### src/rtl/nbc_pkg.sv
package nbc_pkg;

  localparam int BYTE_W = 8;
  localparam int NIB_W  = 4;
  localparam int ADDR_W = NIB_W;
  localparam int DEPTH  = 1 << ADDR_W;
  localparam int CNT_W  = $clog2(BYTE_W);

  typedef enum logic [1:0] {
    KIND_BAD  = 2'd0,
    KIND_ADDR = 2'd1,
    KIND_DATA = 2'd2
  } cmdKind_e;

  // Strobes from the control side into the datapath, valid for one cycle.
  typedef struct packed {
    logic             loadAddr;
    logic             writeNib;
    logic             fetch;
    logic             advance;
    logic             setErr;
    logic [NIB_W-1:0] payload;
  } nbcStrobe_t;

endpackage

### src/rtl/nbc_ctrl.sv
module nbc_ctrl
  import nbc_pkg::*;
#(
  parameter int PORT_W      = 8,
  parameter int CLK_BIT     = 0,
  parameter int CLK_DIR_BIT = 1,
  parameter int DAT_BIT     = 2,
  parameter int DAT_DIR_BIT = 3
) (
  input  logic              clk,
  input  logic              rstN,
  input  logic              portWrEn,
  input  logic [PORT_W-1:0] portWrData,
  input  logic [PORT_W-1:0] prevPort,
  output nbcStrobe_t        stb
);

  localparam logic [CNT_W-1:0] LAST_BIT = CNT_W'(BYTE_W - 1);

  logic [BYTE_W-1:0] shiftReg;
  logic [CNT_W-1:0]  bitCnt;
  logic              pulse;
  logic              shiftIn;
  logic              readStep;
  logic              cmdDone;
  logic [BYTE_W-1:0] nextCmd;
  logic              isRead;
  cmdKind_e          kind;

  // Edge on the clock line, qualified by the direction bit of the prior value.
  assign pulse    = portWrEn && prevPort[CLK_DIR_BIT] && !prevPort[CLK_BIT]
                    && portWrData[CLK_BIT];
  assign shiftIn  = pulse && portWrData[DAT_DIR_BIT];
  assign readStep = pulse && !portWrData[DAT_DIR_BIT];
  assign nextCmd  = {shiftReg[BYTE_W-2:0], portWrData[DAT_BIT]};
  assign cmdDone  = shiftIn && (bitCnt == LAST_BIT);
  assign isRead   = nextCmd[6];

  always_comb begin
    kind = KIND_BAD;
    if (nextCmd[7]) begin
      case (nextCmd[5:4])
        2'b10:   kind = KIND_ADDR;
        2'b01:   kind = KIND_DATA;
        default: kind = KIND_BAD;
      endcase
    end
  end

  always_ff @(posedge clk) begin
    if (!rstN) begin
      shiftReg <= '0;
      bitCnt   <= '0;
    end else if (shiftIn) begin
      shiftReg <= nextCmd;
      bitCnt   <= cmdDone ? '0 : bitCnt + 1'b1;
    end
  end

  always_comb begin
    stb          = '0;
    stb.payload  = nextCmd[NIB_W-1:0];
    stb.advance  = readStep;
    if (cmdDone) begin
      stb.setErr   = (kind == KIND_BAD);
      stb.loadAddr = (kind == KIND_ADDR);
      stb.writeNib = (kind == KIND_DATA) && !isRead;
      stb.fetch    = (kind != KIND_BAD) && isRead;
    end
  end

endmodule

### src/rtl/nbc_datapath.sv
module nbc_datapath
  import nbc_pkg::*;
#(
  parameter int PORT_W  = 8,
  parameter int DAT_BIT = 2
) (
  input  logic              clk,
  input  logic              rstN,
  input  logic              portWrEn,
  input  logic [PORT_W-1:0] portWrData,
  input  nbcStrobe_t        stb,
  output logic [PORT_W-1:0] portReg,
  output logic [PORT_W-1:0] portRdData,
  output logic              errFlag
);

  localparam logic [CNT_W-1:0] TOP_IDX = CNT_W'(BYTE_W - 1);

  logic [BYTE_W-1:0] regFile [DEPTH];
  logic [ADDR_W-1:0] curAddr;
  logic [ADDR_W-1:0] fetchAddr;
  logic [BYTE_W-1:0] readByte;
  logic [CNT_W-1:0]  rdIdx;
  logic [CNT_W-1:0]  nextIdx;
  logic              driveBit;
  logic              driveValid;

  assign fetchAddr = stb.loadAddr ? stb.payload : curAddr;
  assign nextIdx   = rdIdx + 1'b1;

  always_ff @(posedge clk) begin
    if (!rstN) begin
      portReg    <= '0;
      curAddr    <= '0;
      readByte   <= '0;
      rdIdx      <= '0;
      driveBit   <= 1'b0;
      driveValid <= 1'b0;
      errFlag    <= 1'b0;
    end else begin
      if (portWrEn) portReg <= portWrData;
      if (stb.loadAddr) curAddr <= stb.payload;
      if (stb.setErr) errFlag <= 1'b1;
      if (stb.fetch) begin
        readByte   <= regFile[fetchAddr];
        rdIdx      <= '0;
        driveBit   <= regFile[fetchAddr][BYTE_W-1];
        driveValid <= 1'b1;
      end else if (stb.advance) begin
        rdIdx      <= nextIdx;
        driveBit   <= readByte[TOP_IDX - nextIdx];
        driveValid <= 1'b1;
      end else if (portWrEn) begin
        driveValid <= 1'b0;
      end
    end
  end

  for (genvar g = 0; g < DEPTH; g++) begin : g_reg
    always_ff @(posedge clk) begin
      if (!rstN)
        regFile[g] <= '0;
      else if (stb.writeNib && (curAddr == ADDR_W'(g)))
        regFile[g] <= {{(BYTE_W-NIB_W){1'b0}}, stb.payload};
    end
  end

  always_comb begin
    portRdData = portReg;
    if (driveValid) portRdData[DAT_BIT] = driveBit;
  end

endmodule

### src/rtl/nibble_cmd_slave.sv
module nibble_cmd_slave
  import nbc_pkg::*;
#(
  parameter int PORT_W      = 8,
  parameter int CLK_BIT     = 0,
  parameter int CLK_DIR_BIT = 1,
  parameter int DAT_BIT     = 2,
  parameter int DAT_DIR_BIT = 3
) (
  input  logic              clk,
  input  logic              rstN,
  input  logic              portWrEn,
  input  logic [PORT_W-1:0] portWrData,
  output logic [PORT_W-1:0] portRdData,
  output logic              cmdError
);

  nbcStrobe_t        stb;
  logic [PORT_W-1:0] portReg;

  nbc_ctrl #(
    .PORT_W(PORT_W), .CLK_BIT(CLK_BIT), .CLK_DIR_BIT(CLK_DIR_BIT),
    .DAT_BIT(DAT_BIT), .DAT_DIR_BIT(DAT_DIR_BIT)
  ) u_ctrl (
    .clk(clk), .rstN(rstN), .portWrEn(portWrEn), .portWrData(portWrData),
    .prevPort(portReg), .stb(stb)
  );

  nbc_datapath #(
    .PORT_W(PORT_W), .DAT_BIT(DAT_BIT)
  ) u_dp (
    .clk(clk), .rstN(rstN), .portWrEn(portWrEn), .portWrData(portWrData),
    .stb(stb), .portReg(portReg), .portRdData(portRdData), .errFlag(cmdError)
  );

endmodule

### config.mk
export PLATFORM = sky130hd
export DESIGN_NAME = nibble_cmd_slave
export DESIGN_NICKNAME = d
export VERILOG_FILES = /design/src/rtl/nbc_pkg.sv /design/src/rtl/nbc_ctrl.sv /design/src/rtl/nbc_datapath.sv /design/src/rtl/nibble_cmd_slave.sv
export SDC_FILE = /design/constraint.sdc
export NUM_CORES = 1
export LEC_CHECK = 0
export BUFFER_PORTS_ARGS = -buffer_cell sky130_fd_sc_hd__buf_2
export CAP_MARGIN = 20
export CORE_UTILIZATION = 45
export DETAILED_ROUTE_END_ITERATION = 7
export GPL_TIMING_DRIVEN = 0
export PLACE_DENSITY = 0.64
export SYNTH_ARGS = -nofsm -noshare
export SYNTH_HDL_FRONTEND = slang
export SYNTH_SLANG_ARGS = --single-unit
### constraint.sdc
create_clock -name clk -period 3.8 [get_ports clk]
set_clock_uncertainty 0.15 [all_clocks]
set_input_delay 0.57 -clock clk [delete_from_list [all_inputs] [get_ports clk]]
set_output_delay 0.57 -clock clk [all_outputs]
set_load 0.05 [all_outputs]
==> impl_summary.txt, run 1 <==
----------------------------------------------------
[Status]
  Run status ... finished clean

[Global route]
  Overflow left after global routing ... 0
  Global-route wire length before repair ... 19700 um
  Via count of the first global-routing pass ... 3701
  Total global routing track utilization ... 23.1%
  Pin count of the biggest net entering global routing ... 17
  Antenna violations before repair ... 0

[Yosys]
  Share of the synthesized area in compound gates (AO/OA/AOI/OAI) ... 9.43%
  Number of flops mapped to enable cells by yosys ... 64
  Post-synthesis xor/xnor area fraction ... 0.698%
  Most used flip-flop cell after synthesis ... edfxtp_1
  Area share of fa/ha/maj cells after synthesis ... 0.748%
  Synth async-reset ratio ... 0%
  Net count after synthesis ... 483
  Synthesized area divided by synthesized cell count ... 10.7 um2
  Synthesized flop and latch total ... 96
  Simple-Gate Fraction of Synth Area ... 17.5%
  Count of distinct cell types in the synthesized netlist ... 50
  Number of cells produced by synthesis ... 469
  Dominant combinational cell family by area after synthesis ... simple AND/OR/NAND/NOR gates
  Synthesized cell area ... 5020 um2
  Register area share after synthesis ... 51.1%
  Number of warnings issued by yosys ... 0
  Share of cell area taken by muxes after synthesis ... 15.9%

[Worst hold path]
  Hold Path Cell Cnt ... 3
  Min-delay src ... portWrData[7]
  Hold Path Sink ... u_dp.portReg[7]$_SDFFE_PN0P_
  Class of the worst hold path ... in2reg

[Clock network]
  Post-CTS Repair Setup Buffers ... 0
  Cells resized by post-CTS repair ... 0
  Maximum count of clock buffers along a single path ... 2
  CTS clock-pin slew for the worst setup and hold paths ... 110 ps
  CTS tree ... built
  Root cell of the clock tree ... clkbuf_8
  Insertion delay to the later sink of the worst-skew pair ... 380 ps
  Clk sink count ... 96
  CTS H-tree lvls ... 3
  Hold_buf cts ... 0
  Number of buffers inserted during clock tree synthesis ... 9

[Floorplan]
  DIE HEIGHT ... 108 um
  Top Ports ... 20
  Starting density of the core ... 46.3%
  Rows ... 38
  Core footprint ... 10800 um2
  DIE AREA ... 11600 um2
  DIE WIDTH ... 108 um

[Route]
  Total Routed Length ... 12200 um
  Routed len/inst ... 19.0 um
  Number of iterations in the first detailed-routing pass ... 5
  Average via count per standard cell ... 5.87
  DRC errors left ... 0
  Total via count after detailed routing ... 3774
  Iter 0 DRT Violations ... 299
  Remaining number of nets flagged by the antenna check after routing ... 0

[STA]
  Final critical delay including setup and external delays ... 2980 ps
  Final max-slew violation count ... 0
  Achievable frequency ... 335 MHz
  Worst slew margin ... 46.9%
  Unrepaired setup endpoints after global routing ... false
  Setup_tns ... 0 ps
  Final count of negative-setup-slack endpoints ... 0
  Fin crit share ... 78.5%
  Final hold violation count ... 0
  Slew of the pin with the lowest slew margin ... 797 ps

[Placed design]
  Port-buffer cells ... 18
  Total half-perimeter wirelength after legalization and detailed placement ... 8890 um
  GP Congestion ... 0.822
  Placed Cells ... 627

[Worst setup path]
  Nature of the critical path endpoint ... flip-flop
  Length in cells of the worst reg-to-reg path ... 8
  Path type of the worst setup path ... reg2reg
  Critical path peak fanout ... 10
  R2r endpoint ... u_dp.regFile[13][3]$_SDFFCE_PN0P_
  Required time of the critical path ... 3660 ps
  Worst path arrival time ... 2850 ps
  Most used cell, CP ... ha_1
  Startpoint kind of the worst setup timing path ... flip-flop
  Critical-path cell with the highest stage delay ... o21ai_0
  Crit-path cells ... ha_1, ha_1, nand3_1, nor2_1, nand4_1, nand2b_1, buf_2, o21ai_0
  Worst reg-to-reg setup slack ... 820 ps
  Worst reg2reg path startpoint ... u_ctrl.bitCnt[0]$_SDFFE_PN0P_
  Biggest cell delay along the critical path ... 620 ps

[Finish]
  Ant diodes ... 0
  Post-synthesis to final-layout area growth ... 9.45%
  Share of final-layout standard cells stronger than drive strength 1 ... 18.7%
  Commonest cells after routing, fill and taps aside ... nor2_1, nand2_1, edfxtp_1, dfxtp_1, a21oi_1
  Fin cells ... 643
  Most frequent standard cell in the layout excluding fill and tap cells ... nor2_1
  Final layout net count ... 512

[Run]
  Max-cap viol count ... 0

[Power]
  Pwr/cell area ... 365 nW/um2
  Reported leakage power ... 1.91 nW
  VDD IR max ... 0.000157 V

----------------------------------------------------
==> Yosys cell counts, types with 7 or more instances <==
library cell | number | area (um2)
edfxtp_1 | 64 | 1920
o21ai_0 | 9 | 45.0
clkbuf_1 | 17 | 63.8
buf_4 | 13 | 97.6
nand2b_1 | 7 | 43.8
mux4_2 | 25 | 563
mux2i_1 | 21 | 210
nand2_1 | 73 | 274
buf_2 | 9 | 45.0
nor2_1 | 86 | 323
a21oi_1 | 28 | 140
dfxtp_1 | 32 | 641
o21ai_1 | 13 | 65.1
==> metrics by stage <==
stage / cell area [um2] / total power [mW] / hold WS (ps) / utilization [%] / worst slack, ps
global placement: 5280 / 1.31 / 294 / 48.7 / 781
global route: 5490 / 2.07 / 268 / 50.6 / 639
floorplan: 5020 / 1.28 / 286 / - / 1410
detailed placement: 5280 / 1.32 / 302 / 48.7 / 748
finish: 5490 / 2.00 / 264 / 50.6 / 816
CTS: 5490 / 2.01 / 262 / 50.6 / 824
==> worst max-delay path: cells and delay by family, from the launching register on <==
| family | cells | cell delay [ps] |
|---|---|---|
| buffers and inverters | 1 | 200 |
| flip-flops | 1 | 380 |
| AO/OA/AOI/OAI | 1 | 620 |
| AND/OR/NAND/NOR | 4 | 870 |
| adder cells (fa/ha/maj) | 2 | 400 |
==> worst max path at each step <==
stage	start	endpoint	slack, ps	cells after the start
after global placement	portWrEn	u_dp.regFile[13][0]$_SDFFCE_PN0P_	780	8
after CTS	u_ctrl.bitCnt[0]$_SDFFE_PN0P_	u_dp.regFile[13][3]$_SDFFCE_PN0P_	820	8
after detailed placement	portWrEn	u_dp.regFile[13][0]$_SDFFCE_PN0P_	750	8
after floorplan	portWrEn	u_dp.regFile[13][0]$_SDFFCE_PN0P_	1410	7
after global routing	u_ctrl.bitCnt[0]$_SDFFE_PN0P_	u_dp.regFile[13][3]$_SDFFCE_PN0P_	640	8
final	u_ctrl.bitCnt[0]$_SDFFE_PN0P_	u_dp.regFile[13][3]$_SDFFCE_PN0P_	820	8
==> state kept, by name, summed over array words and instances, names as in the netlist <==
name,count
u_dp.errFlag,1
u_dp.rdIdx,3
u_dp.curAddr,4
u_dp.regFile,64
u_dp.driveBit,1
u_ctrl.bitCnt,3
u_dp.portReg,8
u_dp.driveValid,1
u_dp.readByte,4
u_ctrl.shiftReg,7
==> report_power, final <==
part | switching (mW) | internal [mW] | leakage (nW) | total (mW)
sequential | 0.0230 | 1.15 | 0.867 | 1.17
combinational | 0.0720 | 0.0489 | 0.929 | 0.121
clock | 0.390 | 0.321 | 0.111 | 0.710
total | 0.485 | 1.52 | 1.91 | 2.00
==> per-layer routing <==
| layer | global-route usage (%) | part of all wire, % |
|---|---|---|
| met3 | 3.87 | 6.4 |
| met2 | 37.5 | 48 |
| met5 | 0 | 0 |
| met4 | 9.69 | 2.4 |
| met1 | 30.4 | 43 |
==> logic make-up after synthesis <==
group / count (synthesis)
simple gates: 197
flops: 96
compound gates: 77
mux: 48
buf+inv: 44
xor+xnor: 4
fa+ha+maj: 3
==> layout make-up <==
type                            count  area [um2]
Inverter                            4        15.0
Tap cell                          140         175
Fill cell                         989        5350
Clock buffer                       11         174
Timing Repair Buffer               18        90.1
Buffer                             40         218
Clock inverter                      5        35.0
Multi-Input combinational cell    329        2220
Sequential cell                    96        2560
(Power assumes the default switching activity.)
==> run 2: changes to the inputs <==
Clock period 3.8 ns to 2.9 ns, I/O delays scaled along.
==> impl_summary.txt, run 2 (synthesis results as in run 1) <==
----------------------------------------------------
[STA]
  Fin crit share ... 95.4% (was 78.5%)
  Unrepaired setup endpoints after global routing ... false (unchanged)
  Final critical delay including setup and external delays ... 2770 ps (was 2980 ps)
  Final max-slew violation count ... 0 (unchanged)
  Achievable frequency ... 361 MHz (was 335 MHz)
  Final hold violation count ... 0 (unchanged)
  Worst slew margin ... 46.2% (was 46.9%)
  Slew of the pin with the lowest slew margin ... 807 ps (was 797 ps)
  Final count of negative-setup-slack endpoints ... 0 (unchanged)

[Finish]
  Fin cells ... 643 (unchanged)
  Largest registers ... u_dp.regFile x64, u_dp.portReg x8, u_ctrl.shiftReg x7 (unchanged)
  Top register by number of flip-flops ... u_dp.regFile (unchanged)
  Final layout net count ... 512 (unchanged)
  Share of final-layout standard cells stronger than drive strength 1 ... 19.7% (was 18.7%)
  Commonest cells after routing, fill and taps aside ... nor2_1, nand2_1, edfxtp_1, dfxtp_1, a21oi_1 (unchanged)
  Post-synthesis to final-layout area growth ... 9.83% (was 9.45%)
  Most frequent standard cell in the layout excluding fill and tap cells ... nor2_1 (unchanged)
  Max reg flops ... 64 (unchanged)
  Ant diodes ... 0 (unchanged)
  Fill cell count ... 983 (was 989)
  Final core occ ... 50.8% (was 50.6%)
  Multi-input combinational cell area ... 2240 um2 (was 2220 um2)
  Area taken by flip-flops and latches ... 2560 um2 (unchanged)

[Route]
  Iter 0 DRT Violations ... 336 (was 299)
  Remaining number of nets flagged by the antenna check after routing ... 0 (unchanged)
  Number of iterations in the first detailed-routing pass ... 5 (unchanged)
  DRC errors left ... 0 (unchanged)
  Total Routed Length ... 12200 um (about the same)
  Routed len/inst ... 19.0 um (about the same)
  Average via count per standard cell ... 5.87 (about the same)
  Total via count after detailed routing ... 3777 (was 3774)

[Placed design]
  Port-buffer cells ... 18 (unchanged)
  Placed Cells ... 627 (unchanged)
  GP Congestion ... 0.822 (unchanged)
  Total half-perimeter wirelength after legalization and detailed placement ... 8890 um (unchanged)

[Worst setup path]
  Length in cells of the worst reg-to-reg path ... 8 (unchanged)
  Crit-path cells ... ha_1, ha_1, nand3_1, nor2_1, nand4_1, or2_1, buf_2, o21ai_1 (was ha_1, ha_1, nand3_1, nor2_1, nand4_1, nand2b_1, buf_2, o21ai_0)
  Critical-path cell with the highest stage delay ... dfxtp_1 (was o21ai_0)
  Timing startpoint of the critical path ... u_ctrl.bitCnt[0]$_SDFFE_PN0P_ (unchanged)
  Nature of the critical path endpoint ... flip-flop (unchanged)
  Required time of the critical path ... 2780 ps (was 3660 ps)
  R2r endpoint ... u_dp.regFile[3][0]$_SDFFCE_PN0P_ (was u_dp.regFile[13][3]$_SDFFCE_PN0P_)
  Destination of the critical timing path ... u_dp.regFile[3][0]$_SDFFCE_PN0P_ (was u_dp.regFile[13][3]$_SDFFCE_PN0P_)
  Worst reg2reg path startpoint ... u_ctrl.bitCnt[0]$_SDFFE_PN0P_ (unchanged)
  Worst path arrival time ... 2650 ps (was 2850 ps)
  Path type of the worst setup path ... reg2reg (unchanged)
  Biggest cell delay along the critical path ... 380 ps (was 620 ps)
  Startpoint kind of the worst setup timing path ... flip-flop (unchanged)
  Worst reg-to-reg setup slack ... 130 ps (was 820 ps)
  Most used cell, CP ... ha_1 (unchanged)
  Critical path peak fanout ... 10 (unchanged)

[Run]
  Max-cap viol count ... 0 (unchanged)

[Clock network]
  Cells resized by post-CTS repair ... 2 (was 0)
  Root cell of the clock tree ... clkbuf_8 (unchanged)
  CTS clock-pin slew for the worst setup and hold paths ... 100 ps (was 110 ps)
  Maximum count of clock buffers along a single path ... 2 (unchanged)
  Insertion delay to the later sink of the worst-skew pair ... 370 ps (was 380 ps)
  CTS tree ... built (unchanged)
  Clk sink count ... 96 (unchanged)
  Number of buffers inserted during clock tree synthesis ... 9 (unchanged)
  Hold_buf cts ... 0 (unchanged)
  CTS H-tree lvls ... 3 (unchanged)
  Post-CTS Repair Setup Buffers ... 0 (unchanged)

[Worst hold path]
  Min-delay src ... portWrData[7] (unchanged)
  Class of the worst hold path ... in2reg (unchanged)

[Global route]
  Busiest layer in global routing ... met2 (unchanged)
  Via count of the first global-routing pass ... 3701 (unchanged)
  Overflow left after global routing ... 0 (unchanged)
  Met2 Use GR ... 37.5% (unchanged)
  Total global routing track utilization ... 23.1% (unchanged)
  Global routing usage on met3 ... 3.87% (unchanged)
  Pin count of the biggest net entering global routing ... 17 (unchanged)
  Met1 Track Usage GR ... 30.4% (unchanged)
  Global-route wire length before repair ... 19700 um (unchanged)
  Antenna violations before repair ... 0 (unchanged)

[Floorplan]
  DIE WIDTH ... 108 um (unchanged)
  DIE HEIGHT ... 108 um (unchanged)
  DIE AREA ... 11600 um2 (unchanged)
  Core footprint ... 10800 um2 (unchanged)
  Top Ports ... 20 (unchanged)
  Starting density of the core ... 46.3% (unchanged)
  Rows ... 38 (unchanged)

[Power]
  Pwr/cell area ... 476 nW/um2 (was 365 nW/um2)
  Reported leakage power ... 1.91 nW (about the same)
  VDD IR max ... 0.000205 V (was 0.000157 V)

[Status]
  Run status ... finished clean (unchanged)

----------------------------------------------------
## run 2: cell counts in the layout (fill, tap and decap cells not counted)
Identical to the previous run, type by type.
## run 2: worst max-delay path: cells and delay by family (launching register included)
family	cells	cell delay (ps)
AOI/OAI and AO/OA	1	350
adders and majority gates	2	400
and+or+nand+nor	4	940
DFF	1	380
buffers and inverters	1	210
## run 2: routing by layer
metal  up-vias  routed length, um
li1       1742                  -
met1      1845               5180
met2       169               5930
met3        21                801
met4         0                294
met5         -                  0
## run 2: metrics by stage
step	hold slack, ps	setup TNS, ps	power [mW]	cell area (um2)	setup slack, ps
6_report	136	0	2.62	5510	132
5_1_grt	133	0	2.71	5510	0.335
4_1_cts	127	0	2.63	5490	33.4
3_5_place_dp	302	-295	1.73	5280	-54.0
3_3_place_gp	294	-202	1.72	5280	-32.2
2_1_floorplan	286	0	1.68	5020	565
## run 2: worst min path at each step
| stage | end | slack (ps) | cells past startpoint |
|---|---|---|---|
| global route | u_dp.portReg[7]$_SDFFE_PN0P_ | 130 | 3 |
| CTS | u_dp.portReg[7]$_SDFFE_PN0P_ | 130 | 3 |
| global placement | u_ctrl.bitCnt[2]$_SDFFE_PN0P_ | 290 | 2 |
| finish | u_dp.portReg[7]$_SDFFE_PN0P_ | 140 | 3 |
| floorplan | u_ctrl.bitCnt[2]$_SDFFE_PN0P_ | 290 | 2 |
| detailed placement | u_ctrl.bitCnt[2]$_SDFFE_PN0P_ | 300 | 2 |
## run 2: final cells by class
cell class	instances	area share [%]
flip-flops and latches	96	46.5
well taps	140	3.18
multi-input cells	329	40.7
clock inverters	5	0.636
repair buffers	18	1.64
clock buffers	11	3.16
plain buffers	40	3.95
inverters	4	0.273
## run 2: report_power, final
part / leakage [nW] / internal, mW / switching, mW
registers: 0.867 / 1.51 / 0.0300
logic: 0.934 / 0.0651 / 0.0950
clock network: 0.111 / 0.420 / 0.502
